<file path="config.mk">
export PLATFORM = sky130hd
export DESIGN_NAME = ate_probe_seq
export DESIGN_NICKNAME = d
export VERILOG_FILES = /design/src/rtl/ate_pkg.sv /design/src/rtl/ate_access.sv /design/src/rtl/ate_ticker.sv /design/src/rtl/ate_seq_fsm.sv /design/src/rtl/ate_probe_seq.sv
export SDC_FILE = /design/constraint.sdc
export NUM_CORES = 1
export LEC_CHECK = 0
export BUFFER_PORTS_ARGS = -buffer_cell sky130_fd_sc_hd__buf_2
export CORE_MARGIN = 2
export CORE_UTILIZATION = 59
export DETAILED_ROUTE_END_ITERATION = 8
export PLACE_DENSITY = 0.91
export SYNTH_ARGS = -nofsm -noshare
export SYNTH_HDL_FRONTEND = slang
export SYNTH_SLANG_ARGS = --single-unit
</file>
<file path="constraint.sdc">
create_clock -name clk -period 4 [get_ports clk]
set_input_delay 0.8 -clock clk [delete_from_list [all_inputs] [get_ports clk]]
set_output_delay 0.8 -clock clk [all_outputs]
set_load 0.03 [all_outputs]
</file>
<file path="src/rtl/ate_pkg.sv">
package ate_pkg;

    localparam logic [3:0] REG_NSECT = 4'h2;
    localparam logic [3:0] REG_LBAL  = 4'h3;
    localparam logic [3:0] REG_DEV   = 4'h6;
    localparam logic [3:0] REG_STAT  = 4'h7;
    localparam logic [3:0] REG_CTL   = 4'hE;

    localparam logic [7:0] DEV_OBS   = 8'hA0;
    localparam logic [7:0] DEV_ONE   = 8'h10;
    localparam logic [7:0] CTL_SRST  = 8'h04;
    localparam logic [7:0] PAT_A     = 8'h55;
    localparam logic [7:0] PAT_B     = 8'hAA;
    localparam logic [7:0] STAT_GONE = 8'hFF;
    localparam int         STAT_BSY  = 7;

    typedef enum logic [3:0] {
        S_IDLE, S_SEL, S_PAT, S_RDNS, S_RDLB, S_SEL0, S_CTL, S_CTLWAIT,
        S_SETTLE, S_POLL, S_SEL1, S_SIGNS, S_SIGLB, S_RETRY, S_DONE
    } seq_state_t;

    typedef struct packed {
        logic       we;
        logic [3:0] rsel;
        logic [7:0] data;
    } acc_t;

    function automatic logic [7:0] dev_sel(input logic d);
        return DEV_OBS | (d ? DEV_ONE : 8'h00);
    endfunction

    // step 0..5: even steps hit sector count, odd steps LBA low;
    // the middle pair is swapped
    function automatic acc_t pat_acc(input logic [2:0] step);
        acc_t a;
        logic swap;
        swap   = (step[2:1] == 2'd1);
        a.we   = 1'b1;
        a.rsel = step[0] ? REG_LBAL : REG_NSECT;
        a.data = (step[0] ^ swap) ? PAT_B : PAT_A;
        return a;
    endfunction

    function automatic logic [7:0] srst_ctl(input logic [7:0] base, input logic hold);
        return hold ? (base | CTL_SRST) : (base & ~CTL_SRST);
    endfunction

    function automatic logic needs_access(input seq_state_t s);
        return !(s inside {S_IDLE, S_CTLWAIT, S_SETTLE, S_RETRY, S_DONE});
    endfunction

endpackage

</file>
<file path="src/rtl/ate_access.sv">
module ate_access
    import ate_pkg::*;
(
    input  logic       clk,
    input  logic       rst,
    input  logic       issue_i,
    input  acc_t       cmd_i,
    output logic       eng_req_o,
    output acc_t       eng_cmd_o,
    input  logic       eng_done_i,
    input  logic [7:0] eng_rdata_i,
    output logic       fin_o,
    output logic [7:0] rd_o
);
    logic pend_q;
    acc_t cur_q;

    always_ff @(posedge clk) begin
        if (rst) begin
            pend_q <= 1'b0;
            cur_q  <= '0;
            fin_o  <= 1'b0;
            rd_o   <= '0;
        end else begin
            fin_o <= 1'b0;
            if (issue_i && !pend_q) begin
                cur_q  <= cmd_i;
                pend_q <= 1'b1;
            end else if (pend_q && eng_done_i) begin
                pend_q <= 1'b0;
                fin_o  <= 1'b1;
                rd_o   <= eng_rdata_i;
            end
        end
    end

    assign eng_req_o = pend_q;
    assign eng_cmd_o = cur_q;
endmodule

</file>
<file path="src/rtl/ate_ticker.sv">
module ate_ticker #(
    parameter int W = 20
) (
    input  logic         clk,
    input  logic         rst,
    input  logic         clr_i,
    input  logic         tick_i,
    output logic [W-1:0] cnt_o
);
    always_ff @(posedge clk) begin
        if (rst || clr_i)
            cnt_o <= '0;
        else if (tick_i && cnt_o != {W{1'b1}})
            cnt_o <= cnt_o + 1'b1;
    end
endmodule

</file>
<file path="src/rtl/ate_seq_fsm.sv">
module ate_seq_fsm
    import ate_pkg::*;
#(
    parameter int TW           = 20,
    parameter int DLW          = 20,
    parameter int SRST_TICKS   = 20,
    parameter int SETTLE_TICKS = 150000,
    parameter int RETRY_TICKS  = 50000,
    parameter int SIG_TRIES    = 2
) (
    input  logic           clk,
    input  logic           rst,
    input  logic           start_i,
    input  logic           slave_ok_i,
    input  logic [7:0]     ctl_i,
    input  logic [DLW-1:0] limit_i,
    input  logic           fin_i,
    input  logic [7:0]     rd_i,
    input  logic [TW-1:0]  wcnt_i,
    input  logic [DLW-1:0] dcnt_i,
    output logic           issue_o,
    output acc_t           cmd_o,
    output logic           wclr_o,
    output logic           dclr_o,
    output logic           busy_o,
    output logic           done_o,
    output logic [1:0]     present_o,
    output logic           err_to_o,
    output logic           err_nd_o
);
    localparam int TRW = $clog2(SIG_TRIES + 1);
    localparam logic [TW-1:0]  SRST_LIM   = TW'(SRST_TICKS);
    localparam logic [TW-1:0]  SETTLE_LIM = TW'(SETTLE_TICKS);
    localparam logic [TW-1:0]  RETRY_LIM  = TW'(RETRY_TICKS);
    localparam logic [TRW-1:0] TRY_LIM    = TRW'(SIG_TRIES);

    seq_state_t     st;
    logic           issued;
    logic           dev;
    logic [2:0]     step;
    logic [1:0]     phase;
    logic [TRW-1:0] tries;
    logic [7:0]     ns_q;

    always_comb begin
        cmd_o = '0;
        unique case (st)
            S_SEL:  begin cmd_o.we = 1'b1; cmd_o.rsel = REG_DEV; cmd_o.data = dev_sel(dev);  end
            S_SEL0: begin cmd_o.we = 1'b1; cmd_o.rsel = REG_DEV; cmd_o.data = dev_sel(1'b0); end
            S_SEL1: begin cmd_o.we = 1'b1; cmd_o.rsel = REG_DEV; cmd_o.data = dev_sel(1'b1); end
            S_PAT:  cmd_o = pat_acc(step);
            S_RDNS, S_SIGNS: cmd_o.rsel = REG_NSECT;
            S_RDLB, S_SIGLB: cmd_o.rsel = REG_LBAL;
            S_CTL:  begin
                cmd_o.we   = 1'b1;
                cmd_o.rsel = REG_CTL;
                cmd_o.data = srst_ctl(ctl_i, phase == 2'd1);
            end
            S_POLL: cmd_o.rsel = REG_STAT;
            default: cmd_o = '0;
        endcase
    end

    assign issue_o = needs_access(st) && !issued;
    assign busy_o  = (st != S_IDLE) && (st != S_DONE);
    assign done_o  = (st == S_DONE);

    always_ff @(posedge clk) begin
        if (rst) begin
            st        <= S_IDLE;
            issued    <= 1'b0;
            dev       <= 1'b0;
            step      <= '0;
            phase     <= '0;
            tries     <= '0;
            ns_q      <= '0;
            present_o <= '0;
            err_to_o  <= 1'b0;
            err_nd_o  <= 1'b0;
            wclr_o    <= 1'b0;
            dclr_o    <= 1'b0;
        end else begin
            wclr_o <= 1'b0;
            dclr_o <= 1'b0;
            if (issue_o) issued <= 1'b1;
            if (fin_i)   issued <= 1'b0;
            unique case (st)
                S_IDLE: if (start_i) begin
                    present_o <= '0;
                    err_to_o  <= 1'b0;
                    err_nd_o  <= 1'b0;
                    dev       <= 1'b0;
                    st        <= S_SEL;
                end
                S_SEL: if (fin_i) begin
                    step <= '0;
                    st   <= S_PAT;
                end
                S_PAT: if (fin_i) begin
                    if (step == 3'd5) st <= S_RDNS;
                    else              step <= step + 3'd1;
                end
                S_RDNS: if (fin_i) begin
                    ns_q <= rd_i;
                    st   <= S_RDLB;
                end
                S_RDLB: if (fin_i) begin
                    present_o[dev] <= (ns_q == PAT_A) && (rd_i == PAT_B);
                    if (!dev && slave_ok_i) begin
                        dev <= 1'b1;
                        st  <= S_SEL;
                    end else begin
                        st  <= S_SEL0;
                    end
                end
                S_SEL0: if (fin_i) begin
                    dev   <= 1'b0;
                    phase <= '0;
                    st    <= S_CTL;
                end
                S_CTL: if (fin_i) begin
                    wclr_o <= 1'b1;
                    st     <= (phase == 2'd2) ? S_SETTLE : S_CTLWAIT;
                end
                S_CTLWAIT: if (!wclr_o && wcnt_i >= SRST_LIM) begin
                    phase <= phase + 2'd1;
                    st    <= S_CTL;
                end
                S_SETTLE: if (!wclr_o && wcnt_i >= SETTLE_LIM) begin
                    dclr_o <= 1'b1;
                    st     <= S_POLL;
                end
                S_POLL: if (fin_i) begin
                    if (rd_i == STAT_GONE) begin
                        if (!dev) err_nd_o     <= 1'b1;
                        else      present_o[1] <= 1'b0;
                        st <= S_DONE;
                    end else if (!rd_i[STAT_BSY]) begin
                        if (!dev && present_o[1]) begin
                            dev   <= 1'b1;
                            tries <= '0;
                            st    <= S_SEL1;
                        end else begin
                            st <= S_DONE;
                        end
                    end else if (dcnt_i >= limit_i) begin
                        err_to_o <= 1'b1;
                        st       <= S_DONE;
                    end
                end
                S_SEL1: if (fin_i) st <= S_SIGNS;
                S_SIGNS: if (fin_i) begin
                    ns_q <= rd_i;
                    st   <= S_SIGLB;
                end
                S_SIGLB: if (fin_i) begin
                    if (ns_q == 8'h01 && rd_i == 8'h01) begin
                        dclr_o <= 1'b1;
                        st     <= S_POLL;
                    end else begin
                        tries  <= tries + 1'b1;
                        wclr_o <= 1'b1;
                        st     <= S_RETRY;
                    end
                end
                S_RETRY: if (!wclr_o && wcnt_i >= RETRY_LIM) begin
                    if (tries >= TRY_LIM) begin
                        dclr_o <= 1'b1;
                        st     <= S_POLL;
                    end else begin
                        st <= S_SIGNS;
                    end
                end
                S_DONE: st <= S_IDLE;
                default: st <= S_IDLE;
            endcase
        end
    end
endmodule

</file>
<file path="src/rtl/ate_probe_seq.sv">
module ate_probe_seq
    import ate_pkg::*;
#(
    parameter int TW           = 20,
    parameter int DLW          = 20,
    parameter int SRST_TICKS   = 20,
    parameter int SETTLE_TICKS = 150000,
    parameter int RETRY_TICKS  = 50000,
    parameter int SIG_TRIES    = 2
) (
    input  logic           clk,
    input  logic           rst,
    input  logic           start_i,
    input  logic           slave_ok_i,
    input  logic [7:0]     ctl_i,
    input  logic [DLW-1:0] limit_i,
    input  logic           tick_i,
    output logic           eng_req_o,
    output logic           eng_we_o,
    output logic [3:0]     eng_reg_o,
    output logic [7:0]     eng_wdata_o,
    input  logic           eng_done_i,
    input  logic [7:0]     eng_rdata_i,
    output logic           busy_o,
    output logic           done_o,
    output logic [1:0]     present_o,
    output logic           err_timeout_o,
    output logic           err_nodev_o
);
    logic           issue, fin, wclr, dclr;
    logic [7:0]     rd;
    acc_t           cmd, eng_cmd;
    logic [TW-1:0]  wcnt;
    logic [DLW-1:0] dcnt;

    ate_seq_fsm #(
        .TW(TW), .DLW(DLW), .SRST_TICKS(SRST_TICKS), .SETTLE_TICKS(SETTLE_TICKS),
        .RETRY_TICKS(RETRY_TICKS), .SIG_TRIES(SIG_TRIES)
    ) fsm_i (
        .clk(clk), .rst(rst), .start_i(start_i), .slave_ok_i(slave_ok_i),
        .ctl_i(ctl_i), .limit_i(limit_i), .fin_i(fin), .rd_i(rd),
        .wcnt_i(wcnt), .dcnt_i(dcnt), .issue_o(issue), .cmd_o(cmd),
        .wclr_o(wclr), .dclr_o(dclr), .busy_o(busy_o), .done_o(done_o),
        .present_o(present_o), .err_to_o(err_timeout_o), .err_nd_o(err_nodev_o)
    );

    ate_access acc_i (
        .clk(clk), .rst(rst), .issue_i(issue), .cmd_i(cmd),
        .eng_req_o(eng_req_o), .eng_cmd_o(eng_cmd), .eng_done_i(eng_done_i),
        .eng_rdata_i(eng_rdata_i), .fin_o(fin), .rd_o(rd)
    );

    ate_ticker #(.W(TW)) wait_tmr_i (
        .clk(clk), .rst(rst), .clr_i(wclr), .tick_i(tick_i), .cnt_o(wcnt)
    );

    ate_ticker #(.W(DLW)) dead_tmr_i (
        .clk(clk), .rst(rst), .clr_i(dclr), .tick_i(tick_i), .cnt_o(dcnt)
    );

    assign eng_we_o    = eng_cmd.we;
    assign eng_reg_o   = eng_cmd.rsel;
    assign eng_wdata_o = eng_cmd.data;
endmodule

</file>
== Yosys cells after proc, flatten, opt, wreduce, memory -nomap -nowiden ==
Cells that the tools add are included.
Storage, ports and cells
  register bits after elaboration: 90
  input port bits: 42
  output and inout bits: 20
  word-level logic and storage cells: 223
Cells by class
  $add $sub $neg: 5
  order comparisons: 7
  equality and inequality tests: 53
  multiplexer cells: 86
  bitwise operators: 2
  reductions and logical operators: 49
Operator list (number)
  4-bit 2-to-1 mux: 19
  4-bit one-hot mux with 14 select lines: 1
  20-bit by 1-bit adder with 20-bit output (second input constant): 2
  20-bit != test (second input constant): 2
  8-bit one-hot mux with 5 select lines: 1
  2-bit by 1-bit != test with 1-bit output (second input constant): 17
  1-bit 2-to-1 mux: 32
  4-bit == test (second input constant): 7
  4-bit one-hot mux with 6 select lines: 1
  2-bit 2-to-1 mux: 11
  3-bit 2-to-1 mux: 7
  20-bit by 16-bit >= comparator with 1-bit output (second input constant): 1
  20-bit by 18-bit >= comparator with 1-bit output (second input constant): 1
  20-bit >= comparator: 1
  20-bit by 5-bit >= comparator with 1-bit output (second input constant): 1
  2-bit != test (second input constant): 9
  4-bit by 3-bit == test with 1-bit output (second input constant): 4
  8-bit by 1-bit == test with 1-bit output (second input constant): 2
  8-bit == test (second input constant): 2
  16-bit AND reduction: 1
  1-bit logical AND: 14
  6-bit AND reduction: 2
  2-bit nonzero test: 6
  9-bit AND reduction: 1
  other kinds (37): 57

== Depth between registers and ports, before layout ==
  depth in word-level cells: 7
  gate-level depth with buffers: 10
  mapped depth without buffers: 9

== By module ==
From an unflattened synthesis, not the netlist that was laid out.
Unflattened totals
  cells, all modules: 699
  area, all modules: 5695.5 sq um
By module, submodules not included
  ate_seq_fsm: times used 1, cells an instance 364, area an instance 2588.7 sq um, seq. area each 540.5 sq um
  ate_ticker (wait_tmr_i): times used 1, cells an instance 121, area an instance 1108.6 sq um, seq. area each 400.4 sq um
  ate_access: times used 1, cells an instance 101, area an instance 1009.7 sq um, seq. area each 460.4 sq um
  ate_ticker (dead_tmr_i): times used 1, cells an instance 113, area an instance 988.4 sq um, seq. area each 400.4 sq um

== Least setup slack after synthesis ==
OpenSTA, ideal clock, no wires.
  path kind: flip-flop to output port
  start point: register fsm_i.st[2]
  end point: output port busy_o
  arrival time: 1790 ps
  required time: 3200 ps
  path slack: 1410 ps
  stages on the path, launching flop included: 6
  path buffers: 3
  cell sequence: dfxtp_1 -> buf_2 -> clkbuf_1 -> clkbuf_1 -> nor3_1 -> o21ai_0
Between the ends
  longest elaborated chain between the ends: 2
  elaborated cells between the ends (all ways): 3
  those cells by class: eq/ne: 1; reduce/logical: 2
RTL lines
  from (decl): line ate_seq_fsm.sv:37  | seq_state_t st;
  from (signal assigned): line ate_seq_fsm.sv:123  | st <= (phase == 2'd2) ? S_SETTLE : S_CTLWAIT;
  4-bit != test / 4-bit nonzero test (equally long branches): line ate_seq_fsm.sv:65  | assign busy_o = (st != S_IDLE) && (st != S_DONE);
  1-bit logical AND (*): line ate_seq_fsm.sv:65
  to (decl): line ate_probe_seq.sv:24  | output logic busy_o,
Every way passes the cells marked *; elsewhere a longest branch is shown, timed or not.

== Worst setup path in the final report ==
  start point: register fsm_i.st[1]
  end point: output port busy_o
The elaborated chain is that of the path after synthesis.

==> impl_results.md <==
* Pwr dens at 421 nW/um2
* Clock skew at 0.0155 ns
* Cts-stage hold buffer count at 0
* Synth warn at 0
* Longest Clk Path Bufs at 2
* Commonest non-fill, non-tap cell in the layout: dfxtp_1
* Buffers on Ports at 60
* RD Place Congestion at 0.943
* Ys async rst share at 0%
* CP bufs+invs at 2
* Critical Path RT at 3.20 ns
* DRT Pass-1 Iters at 5
* WL final at 12.1 mm
* Core Region at 8260 um2
* Largest net degree at the start of global routing at 52
* Post-CTS sizing at 0
* Share of layout cells above drive strength 1 at 11.5%
* Full die area at 9320 um2
* Starting Density at 61.2%
* Fillers at 729
* Top cell family by delay on the critical path: flip-flops
* Final ANT Viol Nets at 0
* Root Buffer: clkbuf_8
* FP Rows at 33
* Synth unique cells at 49
* WS Path Type: reg2out
* Drt via density at 6.16
* R2R Setup Slk at 1.23 ns
* First-pass GRT wire length at 19.8 mm
* CP arrival at 2.35 ns
* Number of enable flip-flop cells after synthesis at 0
* Main synth FF type: dfxtp_1
* Slew headroom at 37.8%
* Measured slew at the worst slew-check pin at 0.932 ns
* Worst skew pair latency at 0.37 ns
* Slowest CP cell: dfxtp_1
* Area Growth Syn to Fin at 10.2%
* Register area share after synthesis at 35.7%
* Chip Width at 96.6 um
* Wire per inst at 14.9 um
* Cts bufs inserted at 9
* Mapped cell area at 5050 um2
* Mapped Cells at 663
* RSZ-0062 raised after global routing: false
* CTS clk-pin slew, worst paths at 0.10 ns
* # IOs at 62
* Endpoints failing hold at 0
* TritonCTS clock tree: done
* Max IR drop VDD at 257 uV
* Synthesized Nets at 733
* Fin Setup TNS at 0 ns
* Postcts setup bufs at 0
* Post-layout minimum cycle time at 3.15 ns
* Flops & latches, synth at 90
* LEAKAGE at 2.11 nW
* Clk sink count at 90
* Post-place setup slack at 1.07 ns
* FMAX at 0.318 GHz
* Most frequent cells in the layout: dfxtp_1, nor2_1, nand2_1
* CP endpoint kind: primary output
* Grt total ovfl at 0
* DRC Markers at 0
* Crit share post-route at 78.7%
* Total Routing Usage GR at 26.2%
* Hold Crit Class: reg2reg
* Die Ht at 96.6 um
* Nets at 777
* Hpwl dp at 8.90 mm
* Outcome: finished, final reports clean
* Crit path largest cell delay at 0.88 ns
* N_diodes at 0
* Max-cap violation count at 0
* Vias in the first global route at 4,491
* Slew Limit Fails at 0
* Initial antenna violation count at 0
* CP max FO at 24
* 1st-iter DRT viols at 314
* Final WS setup at 0.852 ns
* H-tree Lvls at 3
* Critical path launch point type: register
* Syn_area_per_cell at 7.62 um2
* DR vias at 5,035
* Critical path, cell by cell: clkinv_1, nor2_1, o21ai_0, buf_2
* # setup viols final at 0
layer usage:
layer | routed length, um | track usage, % | vias to the layer above
li1 | - | - | 2448
met1 | 5240 | 33.7 | 2328
met2 | 5780 | 45.1 | 224
met3 | 872 | 3.96 | 35
met4 | 242 | 8.57 | 0
met5 | 0 | 0 | -
where the power goes:
| part | leakage (nW) | switching [mW] | internal, mW | total (mW) |
|---|---|---|---|---|
| Combinational | 1.28 | 0.418 | 0.230 | 0.648 |
| Sequential | 0.728 | 0.129 | 0.966 | 1.09 |
| Clock | 0.0958 | 0.360 | 0.243 | 0.603 |
| Total | 2.11 | 0.907 | 1.44 | 2.35 |
registers in the layout (all words and copies together) (netlist names):
| name | flops |
|---|---|
| fsm_i.dev | 1 |
| wait_tmr_i.cnt_o | 20 |
| fsm_i.issued | 1 |
| fsm_i.err_to_o | 1 |
| acc_i.rd_o | 8 |
| fsm_i.wclr_o | 1 |
| fsm_i.tries | 2 |
| fsm_i.present_o | 2 |
| fsm_i.step | 3 |
| acc_i.fin_o | 1 |
| acc_i.eng_req_o | 1 |
| fsm_i.phase | 2 |
| fsm_i.err_nd_o | 1 |
| fsm_i.ns_q | 8 |
| dead_tmr_i.cnt_o | 20 |
| fsm_i.st | 4 |
| fsm_i.dclr_o | 1 |
| acc_i.eng_cmd_o | 13 |
synthesized netlist by cell type (3+ instances only):
master     n  area, um2
dfxtp_1   90       1800
nor2_1    77        289
nand2_1   73        274
a21oi_1   63        315
inv_1     35        131
o21ai_0   35        175
ha_1      28        350
nand3_1   27        135
nor3_1    24        120
clkbuf_1  20       75.1
or3_1     17        106
nand4_1   15       93.8
xnor2_1   15        131
a211oi_1  12       90.1
nand2b_1  12       75.1
xor2_1    12        105
and3_1    10       62.6
nor4_1    10       62.6
a31oi_1    7       43.8
or4_1      7       52.6
nor2b_1    6       37.5
and2_1     5       31.3
mux2i_1    5       50.1
o21a_1     5       37.5
and4_1     4       35.0
buf_1      4       15.0
o22ai_1    4       25.0
a311oi_1   3       26.3
a41oi_1    3       26.3
and4b_1    3       30.0
buf_2      3       15.0
o211ai_1   3       22.5
o32ai_1    3       26.3
or2_2      3       18.8
tightest hold or removal path, cell delays in order, from the launching register on:
cell and delay (ns):
dfxtp_1 0.32, nand2_1 0.05, a21oi_1 0.05
stage by stage:
| step | power, mW | cell area, um2 | instances | hold slack [ns] | util [%] |
|---|---|---|---|---|---|
| finish | 2.35 | 5570 | 817 | 0.461 | 67.5 |
| global route | 2.46 | 5570 | 817 | 0.476 | 67.5 |
| CTS | 2.33 | 5570 | 817 | 0.460 | 67.5 |
| detailed placement | 1.75 | 5380 | 801 | 0.447 | 65.2 |
| global placement | 1.72 | 5380 | 801 | 0.436 | 65.2 |
| floorplan | 1.58 | 5050 | 663 | 0.432 | - |
area by class of cell:
class / count / area (um2) / area share (%)
tap: 105 / 131 / 2.36
clock buffer: 9 / 124 / 2.22
multi-input combinational: 509 / 3010 / 54.0
timing repair buffer: 60 / 300 / 5.39
inverter: 37 / 139 / 2.49
clock inverter: 7 / 67.6 / 1.21
sequential: 90 / 1800 / 32.3
cell families (layout without fill, tap and decap cells):
kind of cell    after synthesis  count (layout)  share of synthesized area (%)
xor+xnor                     27              27                           4.68
simple gates                302             302                           29.8
compound gates              146             146                           17.0
flops                        90              90                           35.7
fa+ha+maj                    29              29                           7.13
buf+inv                      64             113                           4.83
mux                           5               5                          0.990
final timing paths:
path              depth (start not counted)                 end          startpoint
hold reg to reg                           2  acc_i.eng_cmd_o[5]  acc_i.eng_cmd_o[5]
setup / recovery                          4              busy_o         fsm_i.st[1]
hold / removal                            2  acc_i.eng_cmd_o[5]  acc_i.eng_cmd_o[5]
setup reg to reg                          7         fsm_i.st[1]         fsm_i.st[1]
No activity file was read; power rests on OpenSTA's default activity.
